==> config.mk <==
export PLATFORM = sky130hd
export DESIGN_NAME = spi_sr_unit
export DESIGN_NICKNAME = d
export VERILOG_FILES = /design/src/rtl/spi_sr_pkg.sv /design/src/rtl/spi_sr_link.sv /design/src/rtl/spi_sr_busy.sv /design/src/rtl/spi_sr_ctrl.sv /design/src/rtl/spi_sr_unit.sv
export SDC_FILE = /design/constraint.sdc
export NUM_CORES = 1
export LEC_CHECK = 0
export ABC_CLOCK_PERIOD_IN_PS = 3440
export BUFFER_PORTS_ARGS = -buffer_cell sky130_fd_sc_hd__buf_2
export CORE_UTILIZATION = 30
export DETAILED_ROUTE_END_ITERATION = 6
export SLEW_MARGIN = 10
export SYNTH_ARGS = -nofsm -noshare
export SYNTH_HDL_FRONTEND = slang
export SYNTH_HIERARCHICAL = 1
export SYNTH_SLANG_ARGS = --single-unit
==> constraint.sdc <==
create_clock -name clk -period 3.44 [get_ports clk]
set_input_delay 0.688 -clock clk [delete_from_list [all_inputs] [get_ports clk]]
set_output_delay 0.688 -clock clk [all_outputs]
set_load 0.1 [all_outputs]
==> src/rtl/spi_sr_pkg.sv <==
`timescale 1ns/1ps
package spi_sr_pkg;
  localparam logic [7:0] OP_WREN = 8'h06;
  localparam logic [7:0] OP_WRDI = 8'h04;
  localparam logic [7:0] OP_RDSR = 8'h05;
  localparam logic [7:0] OP_WRSR = 8'h01;
  localparam logic [7:0] OP_PP   = 8'h02;
  localparam logic [7:0] OP_SE   = 8'hD8;
  localparam logic [7:0] OP_BE   = 8'hC7;

  // protected area for a given prot setting and top two address bits
  function automatic logic area_locked(input logic [1:0] prot, input logic [1:0] top);
    case (prot)
      2'b00:   area_locked = 1'b0;
      2'b01:   area_locked = (top == 2'b11);
      2'b10:   area_locked = top[1];
      default: area_locked = 1'b1;
    endcase
  endfunction
endpackage

==> src/rtl/spi_sr_link.sv <==
`timescale 1ns/1ps
module spi_sr_link #(
  parameter int ARRAY_AW = 16
) (
  input  logic       clk,
  input  logic       rst_n,
  input  logic       sck,
  input  logic       cs_n,
  input  logic       mosi,
  input  logic [7:0] status,
  output logic       miso,
  output logic       commit,
  output logic [7:0] op,
  output logic [2:0] nbytes,
  output logic [2:0] sr_new,
  output logic [1:0] addr_top
);
  import spi_sr_pkg::*;
  // address is 3 bytes, MSB first; locate the byte and bit of the top two array bits
  localparam int TOPBIT  = ARRAY_AW - 1;
  localparam int SEL_IDX = 3 - TOPBIT / 8;
  localparam int POS     = TOPBIT % 8;

  logic [2:0] sck_p, cs_p;
  logic [1:0] mosi_p;
  logic       sck_rise, sck_fall, cs_rise, sel;
  logic [2:0] bitcnt, bcnt, obit;
  logic [6:0] rx_sh;
  logic [7:0] rx_byte, op_q, snap;
  logic [2:0] sr_new_q;
  logic [1:0] top_q;
  logic       rd_on, miso_q;

  always_ff @(posedge clk or negedge rst_n) begin
    if (!rst_n) begin
      sck_p  <= '0;
      cs_p   <= '1;
      mosi_p <= '0;
    end else begin
      sck_p  <= {sck_p[1:0], sck};
      cs_p   <= {cs_p[1:0], cs_n};
      mosi_p <= {mosi_p[0], mosi};
    end
  end

  assign sel      = ~cs_p[1];
  assign sck_rise = sel & sck_p[1] & ~sck_p[2];
  assign sck_fall = sel & ~sck_p[1] & sck_p[2];
  assign cs_rise  = cs_p[1] & ~cs_p[2];
  assign rx_byte  = {rx_sh, mosi_p[1]};

  always_ff @(posedge clk or negedge rst_n) begin
    if (!rst_n) begin
      bitcnt <= '0; bcnt <= '0; obit <= '0; rx_sh <= '0;
      op_q <= '0; snap <= '0; sr_new_q <= '0; top_q <= '0;
      rd_on <= 1'b0; miso_q <= 1'b0;
    end else if (!sel) begin
      bitcnt <= '0; bcnt <= '0; obit <= '0;
      rd_on <= 1'b0; miso_q <= 1'b0;
    end else begin
      if (sck_rise) begin
        rx_sh  <= rx_byte[6:0];
        bitcnt <= bitcnt + 3'd1;
        if (bitcnt == 3'd7) begin
          if (bcnt == 3'd0) begin
            op_q  <= rx_byte;
            rd_on <= (rx_byte == OP_RDSR);
          end
          if (bcnt == 3'd1) sr_new_q <= {rx_byte[7], rx_byte[3:2]};
          if (bcnt == 3'(SEL_IDX)) top_q <= rx_byte[POS -: 2];
          if (bcnt != 3'd7) bcnt <= bcnt + 3'd1;
        end
      end
      if (sck_fall && rd_on) begin
        if (obit == 3'd0) begin
          snap   <= status;
          miso_q <= status[7];
        end else begin
          miso_q <= snap[~obit];
        end
        obit <= obit + 3'd1;
      end
    end
  end

  assign commit   = cs_rise & (bitcnt == 3'd0) & (bcnt != 3'd0);
  assign op       = op_q;
  assign nbytes   = bcnt;
  assign sr_new   = sr_new_q;
  assign addr_top = top_q;
  assign miso     = miso_q;


  miso_edge_chk: assert property (@(posedge clk) disable iff (!rst_n)
    (!sck_fall && sel) |=> $stable(miso_q));
endmodule

==> src/rtl/spi_sr_busy.sv <==
`timescale 1ns/1ps
module spi_sr_busy #(
  parameter int BUSY_CYCLES = 1000
) (
  input  logic clk,
  input  logic rst_n,
  input  logic start,
  output logic busy,
  output logic done
);
  localparam int CW = $clog2(BUSY_CYCLES + 1);
  logic [CW-1:0] cnt;

  always_ff @(posedge clk or negedge rst_n) begin
    if (!rst_n)           cnt <= '0;
    else if (start)       cnt <= CW'(BUSY_CYCLES);
    else if (cnt != '0)   cnt <= cnt - 1'b1;
  end

  assign busy = (cnt != '0);
  assign done = (cnt == CW'(1));


  busy_restart_chk: assert property (@(posedge clk) disable iff (!rst_n)
    start |-> !busy);
endmodule

==> src/rtl/spi_sr_ctrl.sv <==
`timescale 1ns/1ps
module spi_sr_ctrl (
  input  logic       clk,
  input  logic       rst_n,
  input  logic       commit,
  input  logic [7:0] op,
  input  logic [2:0] nbytes,
  input  logic [2:0] sr_new,
  input  logic [1:0] addr_top,
  input  logic       wp_n,
  input  logic       busy,
  input  logic       busy_done,
  output logic       busy_start,
  output logic [7:0] status
);
  import spi_sr_pkg::*;
  logic       wel, lock;
  logic [1:0] prot;
  logic       set_wel, clr_wel, wr_sr, hw_lock;

  assign hw_lock = lock & ~wp_n;

  always_comb begin
    set_wel = 1'b0; clr_wel = 1'b0; wr_sr = 1'b0; busy_start = 1'b0;
    if (commit && !busy) begin
      case (op)
        OP_WREN: set_wel = (nbytes == 3'd1);
        OP_WRDI: clr_wel = (nbytes == 3'd1);
        OP_WRSR: begin
          wr_sr      = (nbytes == 3'd2) && wel && !hw_lock;
          busy_start = wr_sr;
        end
        OP_PP:   busy_start = (nbytes >= 3'd5) && wel && !area_locked(prot, addr_top);
        OP_SE:   busy_start = (nbytes == 3'd4) && wel && !area_locked(prot, addr_top);
        OP_BE:   busy_start = (nbytes == 3'd1) && wel && (prot == 2'b00);
        default: ;
      endcase
    end
  end

  always_ff @(posedge clk or negedge rst_n) begin
    if (!rst_n) begin
      wel <= 1'b0; lock <= 1'b0; prot <= 2'b00;
    end else begin
      if (busy_done)    wel <= 1'b0;
      else if (set_wel) wel <= 1'b1;
      else if (clr_wel) wel <= 1'b0;
      if (wr_sr) begin
        lock <= sr_new[2];
        prot <= sr_new[1:0];
      end
    end
  end

  assign status = {lock, 3'b000, prot, wel, busy};


  wel_clear_chk: assert property (@(posedge clk) disable iff (!rst_n)
    $fell(busy) |-> !wel);

  wel_gate_chk: assert property (@(posedge clk) disable iff (!rst_n)
    busy_start |-> wel);

  bulk_gate_chk: assert property (@(posedge clk) disable iff (!rst_n)
    (busy_start && op == OP_BE) |-> (prot == 2'b00));

  hw_lock_chk: assert property (@(posedge clk) disable iff (!rst_n)
    (commit && lock && !wp_n) |=> $stable({lock, prot}));

  busy_freeze_chk: assert property (@(posedge clk) disable iff (!rst_n)
    (commit && busy && !busy_done) |=> $stable(status));
endmodule

==> src/rtl/spi_sr_unit.sv <==
`timescale 1ns/1ps
module spi_sr_unit #(
  parameter int BUSY_CYCLES = 1000,
  parameter int ARRAY_AW    = 16
) (
  input  logic clk,
  input  logic rst_n,
  input  logic sck,
  input  logic cs_n,
  input  logic mosi,
  input  logic wp_n,
  output logic miso
);
  logic       commit, busy, busy_done, busy_start;
  logic [7:0] op, status;
  logic [2:0] nbytes, sr_new;
  logic [1:0] addr_top;

  spi_sr_link #(.ARRAY_AW(ARRAY_AW)) u_link (
    .clk(clk), .rst_n(rst_n), .sck(sck), .cs_n(cs_n), .mosi(mosi),
    .status(status), .miso(miso), .commit(commit), .op(op),
    .nbytes(nbytes), .sr_new(sr_new), .addr_top(addr_top)
  );

  spi_sr_ctrl u_ctrl (
    .clk(clk), .rst_n(rst_n), .commit(commit), .op(op), .nbytes(nbytes),
    .sr_new(sr_new), .addr_top(addr_top), .wp_n(wp_n), .busy(busy),
    .busy_done(busy_done), .busy_start(busy_start), .status(status)
  );

  spi_sr_busy #(.BUSY_CYCLES(BUSY_CYCLES)) u_busy (
    .clk(clk), .rst_n(rst_n), .start(busy_start), .busy(busy), .done(busy_done)
  );
endmodule

==> flow_metrics.py <==
metrics = {
    "run_status": {
        "status": "finished, final reports clean",
    },
    "clock_tree": {
        "root_buffer": "clkbuf_8",
        "hold_buffers": 0,
        "numCtsBuffers": 9,
        "htree_levels": 3,
        "clock_latency_ns": 0.33,
        "cts_num_sinks": 61,
        "cts.reportedPaths.clkPinSlew_ns": 0.07,
        "cts_tree": "done",
        "cts_buffer_depth": 2,
    },
    "pwr": {
        "power.density_nw_per_um2": 435,
        "p_leak_nw": 1.43,
        "total_power_mw": 1.43,
        "ir_worst_vdd_mv": 0.199,
    },
    "finish": {
        "nets": 274,
        "final_cell_mix": "dfrtp_1, mux2_2, nor2_1",
        "num_antenna_cells": 0,
        "fin_cells": 388,
        "layout_commonest_cell": "dfrtp_1",
        "syn2layout_area_growth_pct": 11.2,
        "post_route_cells_drive_above_1_share_pct": 28.6,
    },
    "die": {
        "die-area_um2": 10300,
        "die_y_um": 101,
        "fp.dieW_um": 101,
        "core_um2": 9420,
        "io_pins": 7,
        "rows": 35,
        "initial_core_util_pct": 31.5,
    },
    "yosys": {
        "synth_top_family_by_area": "simple AND/OR/NAND/NOR gates",
        "synth_edf_count": 0,
        "synth_area_per_cell_um2": 12.2,
        "synthesis.area_um2": 2960,
        "yosys.area.top_type": "dfrtp_1",
        "synth-simple-area-share_pct": 16.1,
        "synth-xor-area-share_pct": 0.886,
        "async_flop_share_pct": 100,
        "netlist_instances": 243,
        "yosysTopAreaCellShare_pct": 49.0,
        "synth_fa_ha_area_share_pct": 5.07,
        "synthMuxAreaShare_pct": 15.7,
        "netlist_top_cells_area": "dfrtp_1, mux2_2, ha_1, mux2i_1, dfstp_2",
        "ys.flop_type": "dfrtp_1",
        "seq_area_frac_synth_pct": 51.6,
        "ys_types": 57,
        "synth-compound-area-share_pct": 6.80,
        "ys_seq_elements": 61,
        "synth_warnings": 6,
    },
    "setup_path": {
        "start_kind": "register",
        "crit_path_max_fanout": 8,
        "required_ns": 3.66,
        "crit_type": "register to register",
        "endpoint_kind": "register",
        "critPathArrivalTime_ns": 3.47,
    },
    "drt": {
        "wirelength_um": 5270,
        "drt_iter0_drc": 77,
        "viasPerCell": 4.83,
        "wl_per_cell_um": 13.6,
        "vias": 1874,
        "dr.pass1.iters": 4,
        "drcViolationCount": 0,
        "ant_nets": 0,
    },
    "sta": {
        "setup_violations": 0,
        "rsz0062_at_grt": "false",
        "fin_setup_tns_ns": 0,
        "hold_viol": 0,
        "slew_violations": 0,
        "fin_worst_skew_ns": 0.0124,
        "hold_ws_ns": 0.351,
        "worst_pin_slew_ns": 0.771,
        "slew_headroom_pct": 48.6,
        "fin_crit_sh_pct": 94.6,
        "fmax_mhz": 307,
        "period_minus_slack_ns": 3.25,
    },
    "place": {
        "placedCellCount": 374,
        "dp_hpwl_um": 3660,
        "port_buffers": 6,
        "place.gp.congestion": 0.796,
    },
    "global_routing": {
        "overflow": 0,
        "grt_max_degree": 62,
        "first_global_vias": 1847,
        "antenna_found_initial": 0,
        "grt_pass1_wl_um": 9050,
        "grt_use_total_pct": 11.7,
    },
    "hold_path": {
        "worstHoldPathType": "register to register",
    },
    "run": {
        "cap_violations": 0,
    },
}
==> flip-flops by register name (all words and copies together), names as in the netlist, 3 cells and up <==
signal / flops
u_link/snap: 8
u_link/sck_p: 3
u_link/nbytes: 3
u_busy/cnt: 10
u_link/obit: 3
u_link/cs_p: 3
u_link/sr_new: 3
u_link/bitcnt: 3
u_link/op: 8
u_link/rx_sh: 7
==> kinds of logic (layout without fill, tap and decap cells) <==
family | Yosys count | count (layout)
buf+inv | 22 | 36
other cells | 1 | 3
mux | 41 | 41
flops | 61 | 61
fa+ha+maj | 12 | 12
simple gates | 75 | 75
compound gates | 28 | 28
xor+xnor | 3 | 3
==> per-layer routing <==
layer | global-route usage, % | vias up | share of wire [%]
li1 | - | 901 | -
met1 | 14.3 | 940 | 48
met2 | 18.8 | 20 | 47
met3 | 3.93 | 13 | 3.1
met4 | 5.24 | 0 | 2.1
met5 | 0 | - | 0
==> synthesized netlist by cell type (2+ instances only) <==
master and number:
buf_2 2, nand2b_1 4, dfstp_2 3, inv_1 12, nand3_1 4, nor2_1 15
nor4bb_1 2, o31ai_1 3, o21ai_1 2, dfrtp_1 58, a211oi_1 3, ha_1 12
or4_1 4, nand2_1 12, nor3_1 3, nor4_1 5, or2_2 2, or3_1 4
mux2i_1 8, o311ai_1 3, nand4bb_1 2, nor3b_1 2, buf_4 6, nand4_1 2
o21ai_0 5, mux2_2 31, a21oi_1 3, xnor2_1 2
==> worst max-delay path, stage by stage (launching register included) <==
cell,delay [ns]
dfrtp_1,0.42
inv_1,0.10
ha_1,0.22
or3b_2,0.55
or3_4,0.39
nor3b_1,0.33
or2b_2,0.34
nor3_1,0.38
mux2_2,0.39
==> layout make-up <==
| type | count | area (um2) |
|---|---|---|
| fill | 940 | 6120 |
| sequential | 61 | 1530 |
| multi-input combinational | 162 | 1340 |
| tap | 129 | 161 |
| clock buffer | 12 | 155 |
| timing repair buffer | 10 | 60.1 |
| inverter | 12 | 45.0 |
| clock inverter | 2 | 10.0 |
==> path summary, 6_finish.rpt <==
kind                            depth (start not counted)              from               end  slack (ns)
worst max-delay path                                    8     u_busy/cnt[0]       u_ctrl/lock        0.19
worst min-delay path                                    0  u_link/mosi_p[0]  u_link/mosi_p[1]        0.35
worst max register to register                          8     u_busy/cnt[0]       u_ctrl/lock        0.19
worst min register to register                          0  u_link/mosi_p[0]  u_link/mosi_p[1]        0.35
max in group asynchronous                               2             rst_n   u_link/sck_p[0]        2.41
min in group asynchronous                               2             rst_n  u_link/sr_new[2]        0.51
==> where the power goes <==
| group | internal (mW) | switching (mW) | leakage, nW |
|---|---|---|---|
| logic | 0.0403 | 0.0347 | 0.564 |
| clock network | 0.290 | 0.257 | 0.0881 |
| registers | 0.761 | 0.0510 | 0.776 |
==> what timing repair did <==
item	in CTS	in global routing
resized for setup	0	1
buffers inserted	0	0
hold endpoints to repair	0	0
endpoints found under the setup margin	0	7
==> metrics by stage <==
step / cell area (um2) / setup slack (ns) / utilization (%)
floorplan: 2970 / 0.335 / -
global placement: 3130 / 0.247 / 33.2
detailed placement: 3130 / 0.145 / 33.2
CTS: 3300 / 0.123 / 35.0
global route: 3300 / 0.00521 / 35.0
finish: 3300 / 0.186 / 35.0
Power figures use the tool's default switching activity.
